<file path="src/rtl/cab_pkg.sv">
// Package: shared default sizes for the registered address/command buffer.
// Assumes a two-rank module with four banks and a 14-bit address.
package cab_pkg;
    parameter int CAB_ADDR_W = 14;
    parameter int CAB_BANK_W = 2;
    parameter int CAB_RANKS  = 2;
    parameter int CAB_STROBES = 3;   // ras_n, cas_n, we_n
endpackage

</file>
<file path="src/rtl/cab_pipe_reg.sv">
// Module: cab_pipe_reg
// One-clock register of parameterised width with synchronous active-low
// reset to RST_VAL. Assumes the reset is synchronous to clk.
module cab_pipe_reg #(
    parameter int              W       = 8,
    parameter logic [W-1:0]    RST_VAL = '0
) (
    input  logic         clk,
    input  logic         rst_n,
    input  logic [W-1:0] d,
    output logic [W-1:0] q
);
    // Purpose: capture d every edge, load RST_VAL while reset is low.
    always_ff @(posedge clk) begin
        if (!rst_n) q <= RST_VAL;
        else        q <= d;
    end
endmodule

</file>
<file path="src/rtl/cab_parity_chk.sv">
// Module: cab_parity_chk
// Compares the host parity bit with the XOR of the protected group.
// Assumes the host bit equals the group XOR when there is no error.
// Mismatch is reported only when check_en is high.
module cab_parity_chk #(
    parameter int W = 19
) (
    input  logic [W-1:0] grp,
    input  logic         par,
    input  logic         check_en,
    output logic         mismatch
);
    logic calc;

    // Purpose: reduce the group to one parity bit and compare.
    always_comb begin
        calc     = ^grp;
        mismatch = check_en && (calc != par);
    end
endmodule

</file>
<file path="src/rtl/cab_out_gate.sv">
// Module: cab_out_gate
// Output stage: blanks the command group when no rank is selected and
// forces all device-side lanes low while reset is low. Keeps the error
// flag inactive (high) during reset. Purely combinational.
module cab_out_gate #(
    parameter int CMD_W  = 19,
    parameter int SIDE_W = 6
) (
    input  logic              rst_n,
    input  logic              blank,
    input  logic [CMD_W-1:0]  cmd_q,
    input  logic [SIDE_W-1:0] side_q,
    input  logic              err_q,
    output logic [CMD_W-1:0]  cmd_o,
    output logic [SIDE_W-1:0] side_o,
    output logic              err_o
);
    // Purpose: zero the command group on reset or deselect.
    always_comb begin
        cmd_o = (rst_n && !blank) ? cmd_q : '0;
        err_o = rst_n ? err_q : 1'b1;
    end

    // Per-lane gating of select, clock-enable and termination lines.
    for (genvar g = 0; g < SIDE_W; g++) begin : g_side
        assign side_o[g] = rst_n & side_q[g];
    end

    // Purpose: reset must hold every device lane low without a clock edge.
    always_comb begin
        if (!rst_n) begin
            a_r8_reset_low: assert (cmd_o == '0 && side_o == '0 && err_o == 1'b1)
                else $error("a_r8_reset_low");
        end
    end
endmodule

</file>
<file path="src/rtl/ca_reg_buffer.sv">
// Module: ca_reg_buffer
// Registered address/command buffer with host-parity check.
// Assumes: synchronous active-low reset (outputs also gated immediately),
// active-low chip selects, one parity bit per command cycle.
module ca_reg_buffer
    import cab_pkg::*;
#(
    parameter int ADDR_W = CAB_ADDR_W,
    parameter int BANK_W = CAB_BANK_W,
    parameter int RANKS  = CAB_RANKS
) (
    input  logic              clk,
    input  logic              rst_n,
    input  logic [ADDR_W-1:0] addr_i,
    input  logic [BANK_W-1:0] bank_i,
    input  logic              ras_n_i,
    input  logic              cas_n_i,
    input  logic              we_n_i,
    input  logic [RANKS-1:0]  cs_n_i,
    input  logic [RANKS-1:0]  cke_i,
    input  logic [RANKS-1:0]  odt_i,
    input  logic              par_i,
    output logic [ADDR_W-1:0] addr_o,
    output logic [BANK_W-1:0] bank_o,
    output logic              ras_n_o,
    output logic              cas_n_o,
    output logic              we_n_o,
    output logic [RANKS-1:0]  cs_n_o,
    output logic [RANKS-1:0]  cke_o,
    output logic [RANKS-1:0]  odt_o,
    output logic              err_n_o
);
    localparam int GRP_W  = ADDR_W + BANK_W + CAB_STROBES;
    localparam int SIDE_W = 3 * RANKS;

    logic [GRP_W-1:0]  grp_d, cmd_q, cmd_g;
    logic [SIDE_W-1:0] side_d, side_q, side_g;
    logic              any_sel, mismatch, err_q, blank_q;

    // Purpose: assemble the protected group and the side-band lanes.
    always_comb begin
        grp_d   = {addr_i, bank_i, ras_n_i, cas_n_i, we_n_i};
        side_d  = {odt_i, cke_i, cs_n_i};
        any_sel = ~&cs_n_i;
    end

    cab_parity_chk #(.W(GRP_W)) u_par (
        .grp      (grp_d),
        .par      (par_i),
        .check_en (any_sel),
        .mismatch (mismatch)
    );

    cab_pipe_reg #(.W(GRP_W), .RST_VAL('0)) u_cmd_reg (
        .clk (clk), .rst_n (rst_n), .d (grp_d), .q (cmd_q)
    );

    cab_pipe_reg #(.W(SIDE_W), .RST_VAL('0)) u_side_reg (
        .clk (clk), .rst_n (rst_n), .d (side_d), .q (side_q)
    );

    cab_pipe_reg #(.W(1), .RST_VAL(1'b1)) u_err_reg (
        .clk (clk), .rst_n (rst_n), .d (~mismatch), .q (err_q)
    );

    // Purpose: blank the command group when both registered selects are high.
    always_comb blank_q = &side_q[RANKS-1:0];

    cab_out_gate #(.CMD_W(GRP_W), .SIDE_W(SIDE_W)) u_gate (
        .rst_n  (rst_n),
        .blank  (blank_q),
        .cmd_q  (cmd_q),
        .side_q (side_q),
        .err_q  (err_q),
        .cmd_o  (cmd_g),
        .side_o (side_g),
        .err_o  (err_n_o)
    );

    // Purpose: split gated vectors back onto named ports.
    always_comb begin
        {addr_o, bank_o, ras_n_o, cas_n_o, we_n_o} = cmd_g;
        {odt_o, cke_o, cs_n_o}                     = side_g;
    end

    // ---------------- assertions ----------------
    logic armed;
    // Purpose: mark that one non-reset edge has filled the pipeline.
    always_ff @(posedge clk) begin
        if (!rst_n) armed <= 1'b0;
        else        armed <= 1'b1;
    end

    a_r1_cmd_latency: assert property (@(posedge clk) disable iff (!rst_n)
        (armed && !(&$past(cs_n_i))) |->
        ({addr_o, bank_o, ras_n_o, cas_n_o, we_n_o} ==
         $past({addr_i, bank_i, ras_n_i, cas_n_i, we_n_i})))
        else $error("a_r1_cmd_latency");

    a_r2_side_latency: assert property (@(posedge clk) disable iff (!rst_n)
        armed |-> (cke_o == $past(cke_i) && odt_o == $past(odt_i)
                   && cs_n_o == $past(cs_n_i)))
        else $error("a_r2_side_latency");

    a_r4_blank: assert property (@(posedge clk) disable iff (!rst_n)
        (armed && &cs_n_o) |->
        (addr_o == '0 && bank_o == '0 && !ras_n_o && !cas_n_o && !we_n_o))
        else $error("a_r4_blank");

    a_r5_err_source: assert property (@(posedge clk) disable iff (!rst_n)
        (armed && !err_n_o) |->
        (!(&$past(cs_n_i)) &&
         ((^$past({addr_i, bank_i, ras_n_i, cas_n_i, we_n_i})) != $past(par_i))))
        else $error("a_r5_err_source");
endmodule

</file>
<file path="config.mk">
export PLATFORM = sky130hd
export DESIGN_NAME = ca_reg_buffer
export DESIGN_NICKNAME = d
export VERILOG_FILES = /design/src/rtl/cab_pkg.sv /design/src/rtl/cab_pipe_reg.sv /design/src/rtl/cab_parity_chk.sv /design/src/rtl/cab_out_gate.sv /design/src/rtl/ca_reg_buffer.sv
export SDC_FILE = /design/constraint.sdc
export NUM_CORES = 1
export LEC_CHECK = 0
export BUFFER_PORTS_ARGS = -buffer_cell sky130_fd_sc_hd__buf_2
export CAP_MARGIN = 30
export CORE_UTILIZATION = 45
export CTS_BUF_LIST = sky130_fd_sc_hd__clkbuf_2
export CTS_CLUSTER_SIZE = 25
export DETAILED_ROUTE_END_ITERATION = 12
export PLACE_DENSITY = 0.79
export SLEW_MARGIN = 20
export SYNTH_ARGS = -nofsm -noshare
export SYNTH_HDL_FRONTEND = slang
export SYNTH_SLANG_ARGS = --single-unit
</file>
<file path="constraint.sdc">
create_clock -name clk -period 1.6 [get_ports clk]
set_clock_uncertainty 0.05 [all_clocks]
set_input_delay 0.24 -clock clk [delete_from_list [all_inputs] [get_ports clk]]
set_output_delay 0.24 -clock clk [all_outputs]
set_load 0.02 [all_outputs]
</file>
==> flow_summary_export.csv, run 1 <==
group,metric,value,unit
worst_setup_path,slowest_stage,"dfxtp_2",
power,power_leakage,0.719,nW
drt,vias,801,
synth,yosysWarnings,0,
status,violations,"setup timing",
drt,final_antenna_net_count,0,
status,status,"complete, but fails checks",
floorplanning,fp.dieArea,2530,sq um
layout,final_cell_mix,"46 x and2_1, 34 x buf_2, 24 x dfxtp_1, 19 x buf_6, 14 x xnor2_1",
floorplanning,die_y,50.3,microns
flow_run,drv_cap,0,
drt,first_iter_violations,1,
timing,drv_slew,0,
power,power.total,1.27,mW
grt,grt_pass1_vias,674,
synth,synth_area_leaders,"dfxtp_1 50%, and2_1 29%, xnor2_1 12%",
worst_setup_path,arrival,1.33,ns
grt,track_usage,15.0,%
grt,grt_use_met2,25.8,%
synth,synth_top_area_share,49.5,%
synth,yosysTopAreaCell,"dfxtp_1",
clock_tree,clockBufferDepth,2,
worst_setup_path,worstPathRequired,1.31,ns
placement,hpwlAfterDp,1360,microns
grt,grt_overflow_total,0,
grt,top_usage_layer,"met2",
layout,final_cell_count_no_fill,185,
floorplanning,start_util,47.5,%
timing,hold_ws,0.0317,ns
clock_tree,cts_tree,"yes",
clock_tree,clock-sinks,26,
synth,ys_ff_latch,26,
synth,syn_area,1050,sq um
grt,grt_util_met3,2.73,%
timing,fmax,616,MHz
floorplanning,rows,17,
floorplanning,ios,54,
placement,placed_cell_area,1350,sq um
grt,grt_max_degree,34,
timing,period_needed,1.62,ns
worst_setup_path,path_cells,"a21boi_4 > buf_6 > and2_1 > buf_6",
power,powerDensity,839,nW/um^2
worst_setup_path,max_stage_delay,0.38,ns
grt,grt.met1_usage,19.2,%
clock_tree,cts_buffers,3,
timing,hold_viol,0,
drt,drc,0,
drt,drt-total-wl,1930,microns
worst_setup_path,crit_type,"register to primary output",
layout,fin_area,1510,sq um
synth,synth.avg_cell_area,10.3,sq um
power,irDropWorstVdd,651,uV
timing,fin_crit_sh,101,%
timing,setup_viol,3,
clock_tree,root_buffer,"clkbuf_2",
placement,dp.cells,181,
drt,viasPerCell,4.33,
grt,antenna_found_initial,0,
placement,io_buffers,53,
layout,final_common_cell,"and2_1",
worst_setup_path,crit_path_frequent_cell,"buf_6",
layout,area.growth.synth_to_final,44.0,%
drt,routedWlPerCell,10.4,microns
clock_tree,htree_levels,1,
synth,synth_seq_area_share,49.5,%
timing,max-slew-margin-rel,83.0,%
synth,syn_nets,130,
synth,synthCells,102,
timing,rsz0062_at_grt,"true",
worst_setup_path,cp_max_fo,10,
drt,dr.pass1.iters,2,
clock_tree,post-cts-setup-buffers,0,
floorplanning,fp.dieW,50.3,microns
layout,num_antenna_cells,0,
placement,place.gp.congestion,0.671,
synth,synthDistinctLibCells,12,
layout,nNetsFinal,187,
grt,grt_pass1_wl,2860,microns
clock_tree,clk_pin_slew_worst_paths,0.21,ns
worst_setup_path,critPathLaunchType,"register",
worst_hold_path,hp-class,"input port to register",
layout,drive_gt1_share,42.7,%
worst_setup_path,end_kind,"primary output",
floorplanning,core,2210,sq um
timing,setup_ws,-0.0234,ns
timing,tightest_slew,0.253,ns
timing repair:
action                                  CTS  global route
cloned                                    1             0
hold buffers                              0             0
endpoints found under the setup margin   19            19
pin swaps                                 1             0
resized for setup                        32            15
path summary, 6_finish.rpt:
| kind | from | endpoint | slack, ns | cells past startpoint |
|---|---|---|---|---|
| max | u_side_reg.q[0]$_SDFF_PN0_ | cas_n_o | -0.02 | 4 |
| min | cke_i[1] | u_side_reg.q[3]$_SDFF_PN0_ | 0.03 | 2 |
flip-flops by register name, summed over array words and instances (netlist names):
signal	flops
u_cmd_reg.q	19
u_side_reg.q	6
u_err_reg.q	1
layer usage:
layer | up-vias | wire length [microns]
met2 | 35 | 937
met3 | 2 | 110
met4 | 0 | 21
met5 | - | 0
met1 | 346 | 859
li1 | 418 | -
through the flow:
step	utilization, %	setup WS [ns]	setup TNS, ns
after floorplan	-	0.218	0
after global placement	61.1	0.0885	0
after detailed placement	61.1	0.0508	0
after CTS	66.1	-0.0270	-0.183
after global routing	68.4	-0.118	-1.56
final	68.4	-0.0234	-0.0367
worst max-delay path, delay by kind of cell, from the launching register on:
family                 cells  cell delay [ns]
buffers and inverters      2             0.29
flip-flops                 1             0.38
AND/OR/NAND/NOR            1             0.16
AO/OA/AOI/OAI              1             0.18
power by group:
group | switching [mW] | internal, mW
Sequential | 0.0113 | 0.693
Combinational | 0.149 | 0.192
Clock | 0.174 | 0.0510
cells by family after synthesis:
logic type      Yosys count  synth area share, %
compound gates            1                0.715
xor+xnor                 18                 17.0
buf+inv                   4                 1.43
flops                    26                 49.5
simple gates             53                 31.3
layout make-up:
class | instances | area, sq um
fill | 181 | 698
multi-input combinational | 72 | 534
sequential | 26 | 523
timing repair buffer | 56 | 407
tap | 28 | 35.0
clock buffer | 3 | 15.0
cell usage after synthesis:
library cell / number
and2_2: 1
xnor3_1: 1
xnor2_1: 14
xor2_1: 2
nand3_1: 1
nand2b_1: 1
and2_1: 49
nand2_1: 1
dfxtp_1: 26
xnor2_2: 1
clkbuf_1: 4
a21boi_1: 1
Power figures use the tool's default switching activity.
==> run 2: changes to the inputs <==
- PLACE_DENSITY: 0.79 -> 0.91
==> run 2 against run 1 <==
The flow still finishes with violations (setup timing). Count of clock-buffer cells in the layout unchanged. Sequential cell count unchanged. Sequential power about the same. Final cell count up 0.54%. Die area unchanged. Clock power about the same. First-iteration DRC count up 100%. Largest cell class unchanged. Largest power group unchanged.
==> flow_summary_export.csv, run 2 (same netlist as run 1, synthesis figures left out) <==
group,metric,value,unit
floorplanning,ios,54,
worst_setup_path,path_cells,"a21boi_4 > buf_6 > and2_4 > buf_6",
drt,drc,0,
worst_setup_path,critPathLaunchType,"register",
worst_setup_path,cp-endpoint,"bank_o[0]",
timing,max-slew-margin-rel,82.0,%
layout,reg_top3,"u_cmd_reg.q (19), u_side_reg.q (6), u_err_reg.q (1)",
timing,fin_crit_sh,101,%
layout,largest-register,"u_cmd_reg.q",
worst_setup_path,crit_path_frequent_cell,"buf_6",
timing,setup_viol,8,
clock_tree,cts_tree,"yes",
layout,final_cell_mix,"34 x and2_1, 34 x buf_2, 24 x dfxtp_1, 17 x buf_6, 15 x and2_4",
worst_setup_path,crit_cells,4,
drt,first_iter_violations,2,
grt,grt_pass1_wl,3380,microns
drt,routedWlPerCell,11.4,microns
grt,grt_pass1_vias,813,
drt,vias,847,
worst_setup_path,arrival,1.32,ns
floorplanning,fp.dieArea,2530,sq um
clock_tree,htree_levels,1,
flow_run,drv_cap,0,
clock_tree,clockBufferDepth,2,
drt,drt-total-wl,2120,microns
placement,placed_cell_area,1360,sq um
timing,hold_viol,0,
worst_setup_path,slowest_stage,"dfxtp_2",
worst_setup_path,worstPathRequired,1.31,ns
clock_tree,clock-sinks,26,
layout,fill_cells,190,
layout,area.growth.synth_to_final,46.9,%
layout,final_util,69.8,%
floorplanning,die_y,50.3,microns
power,power.total,1.28,mW
grt,grt_overflow_total,0,
drt,final_antenna_net_count,0,
layout,num_antenna_cells,0,
floorplanning,fp.dieW,50.3,microns
placement,place.gp.congestion,0.669,
drt,viasPerCell,4.55,
floorplanning,core,2210,sq um
drt,dr.pass1.iters,4,
timing,period_needed,1.61,ns
layout,nNetsFinal,188,
grt,antenna_found_initial,0,
timing,setup_ws,-0.0132,ns
layout,largest_reg_flops,19,
worst_setup_path,crit_type,"register to primary output",
timing,fmax,620,MHz
grt,grt_max_degree,34,
timing,drv_slew,0,
worst_setup_path,max_stage_delay,0.38,ns
timing,tns,-0.0354,ns
layout,fin_area,1540,sq um
clock_tree,cts_buffers,3,
floorplanning,start_util,47.5,%
status,violations,"setup timing",
power,irDropWorstVdd,512,uV
timing,tightest_slew,0.268,ns
clock_tree,post-cts-setup-buffers,0,
status,status,"complete, but fails checks",
worst_setup_path,end_kind,"primary output",
worst_setup_path,worst-path-buf-inv,2,
worst_setup_path,cp_max_fo,8,
placement,io_buffers,53,
timing,rsz0062_at_grt,"true",
placement,pre_cts_slack,0.0368,ns
worst_hold_path,hp-class,"input port to register",
clock_tree,clk_pin_slew_worst_paths,0.21,ns
floorplanning,rows,17,
clock_tree,postCtsHoldBufs,0,
worst_setup_path,crit_start,"u_side_reg.q[1]$_SDFF_PN0_",
placement,hpwlAfterDp,1460,microns
power,powerDensity,831,nW/um^2
worst_setup_path,cpLargestDelayFamily,"flip-flops",
power,power_leakage,0.742,nW
clock_tree,root_buffer,"clkbuf_2",
layout,drive_gt1_share,50.6,%
grt,track_usage,18.4,%
==> run 2: cell types whose count changed in the layout (fill, tap and decap cells not counted) <==
cell | before | now
buf_4 | 3 | 6
and2_4 | 3 | 15
and2_1 | 46 | 34
buf_6 | 19 | 17
==> run 2: area by class of cell <==
cell class / count / area [sq um] / area share (%)
timing repair buffer: 57 / 407 / 26.3
sequential: 26 / 523 / 33.9
clock buffer: 3 / 15.0 / 0.972
multi-input combinational: 72 / 564 / 36.5
tap: 28 / 35.0 / 2.27
==> run 2: what timing repair did <==
item / CTS / global route
hold endpoints to repair: 0 / 0
endpoints found under the setup margin: 19 / 19
resized for setup: 46 / 11
pin swaps: 11 / 6
cloned: 1 / 0
==> run 2: stage by stage <==
stage,hold WS [ns],instances
5_1_grt,0.000866,186
2_1_floorplan,0.312,102
3_5_place_dp,0.400,182
6_report,0.0449,186
3_3_place_gp,0.397,182
4_1_cts,0.0260,186
==> run 2: worst min-delay path by stage <==
| stage | to | slack (ns) | from | cells past startpoint |
|---|---|---|---|---|
| floorplan | u_cmd_reg.q[0]$_SDFF_PN0_ | 0.31 | we_n_i | 1 |
| global placement | u_side_reg.q[3]$_SDFF_PN0_ | 0.40 | cke_i[1] | 2 |
| detailed placement | u_side_reg.q[5]$_SDFF_PN0_ | 0.40 | odt_i[1] | 2 |
| CTS | u_side_reg.q[5]$_SDFF_PN0_ | 0.03 | odt_i[1] | 2 |
| global route | u_cmd_reg.q[18]$_SDFF_PN0_ | 0.0009 | addr_i[13] | 2 |
| finish | u_side_reg.q[5]$_SDFF_PN0_ | 0.04 | odt_i[1] | 2 |
==> run 2: metal layers <==
metal  GRT usage (%)  wire length, microns
met1            18.8                   819
met2            33.8                  1100
met3            5.45                   189
met4            8.33                    17
met5               0                     0
==> run 2: where the power goes <==
part	switching [mW]	internal (mW)	total, mW	leakage [nW]
logic	0.152	0.202	0.354	0.512
registers	0.0129	0.693	0.706	0.217
clock network	0.172	0.0511	0.223	0.0125
total	0.336	0.946	1.28	0.742
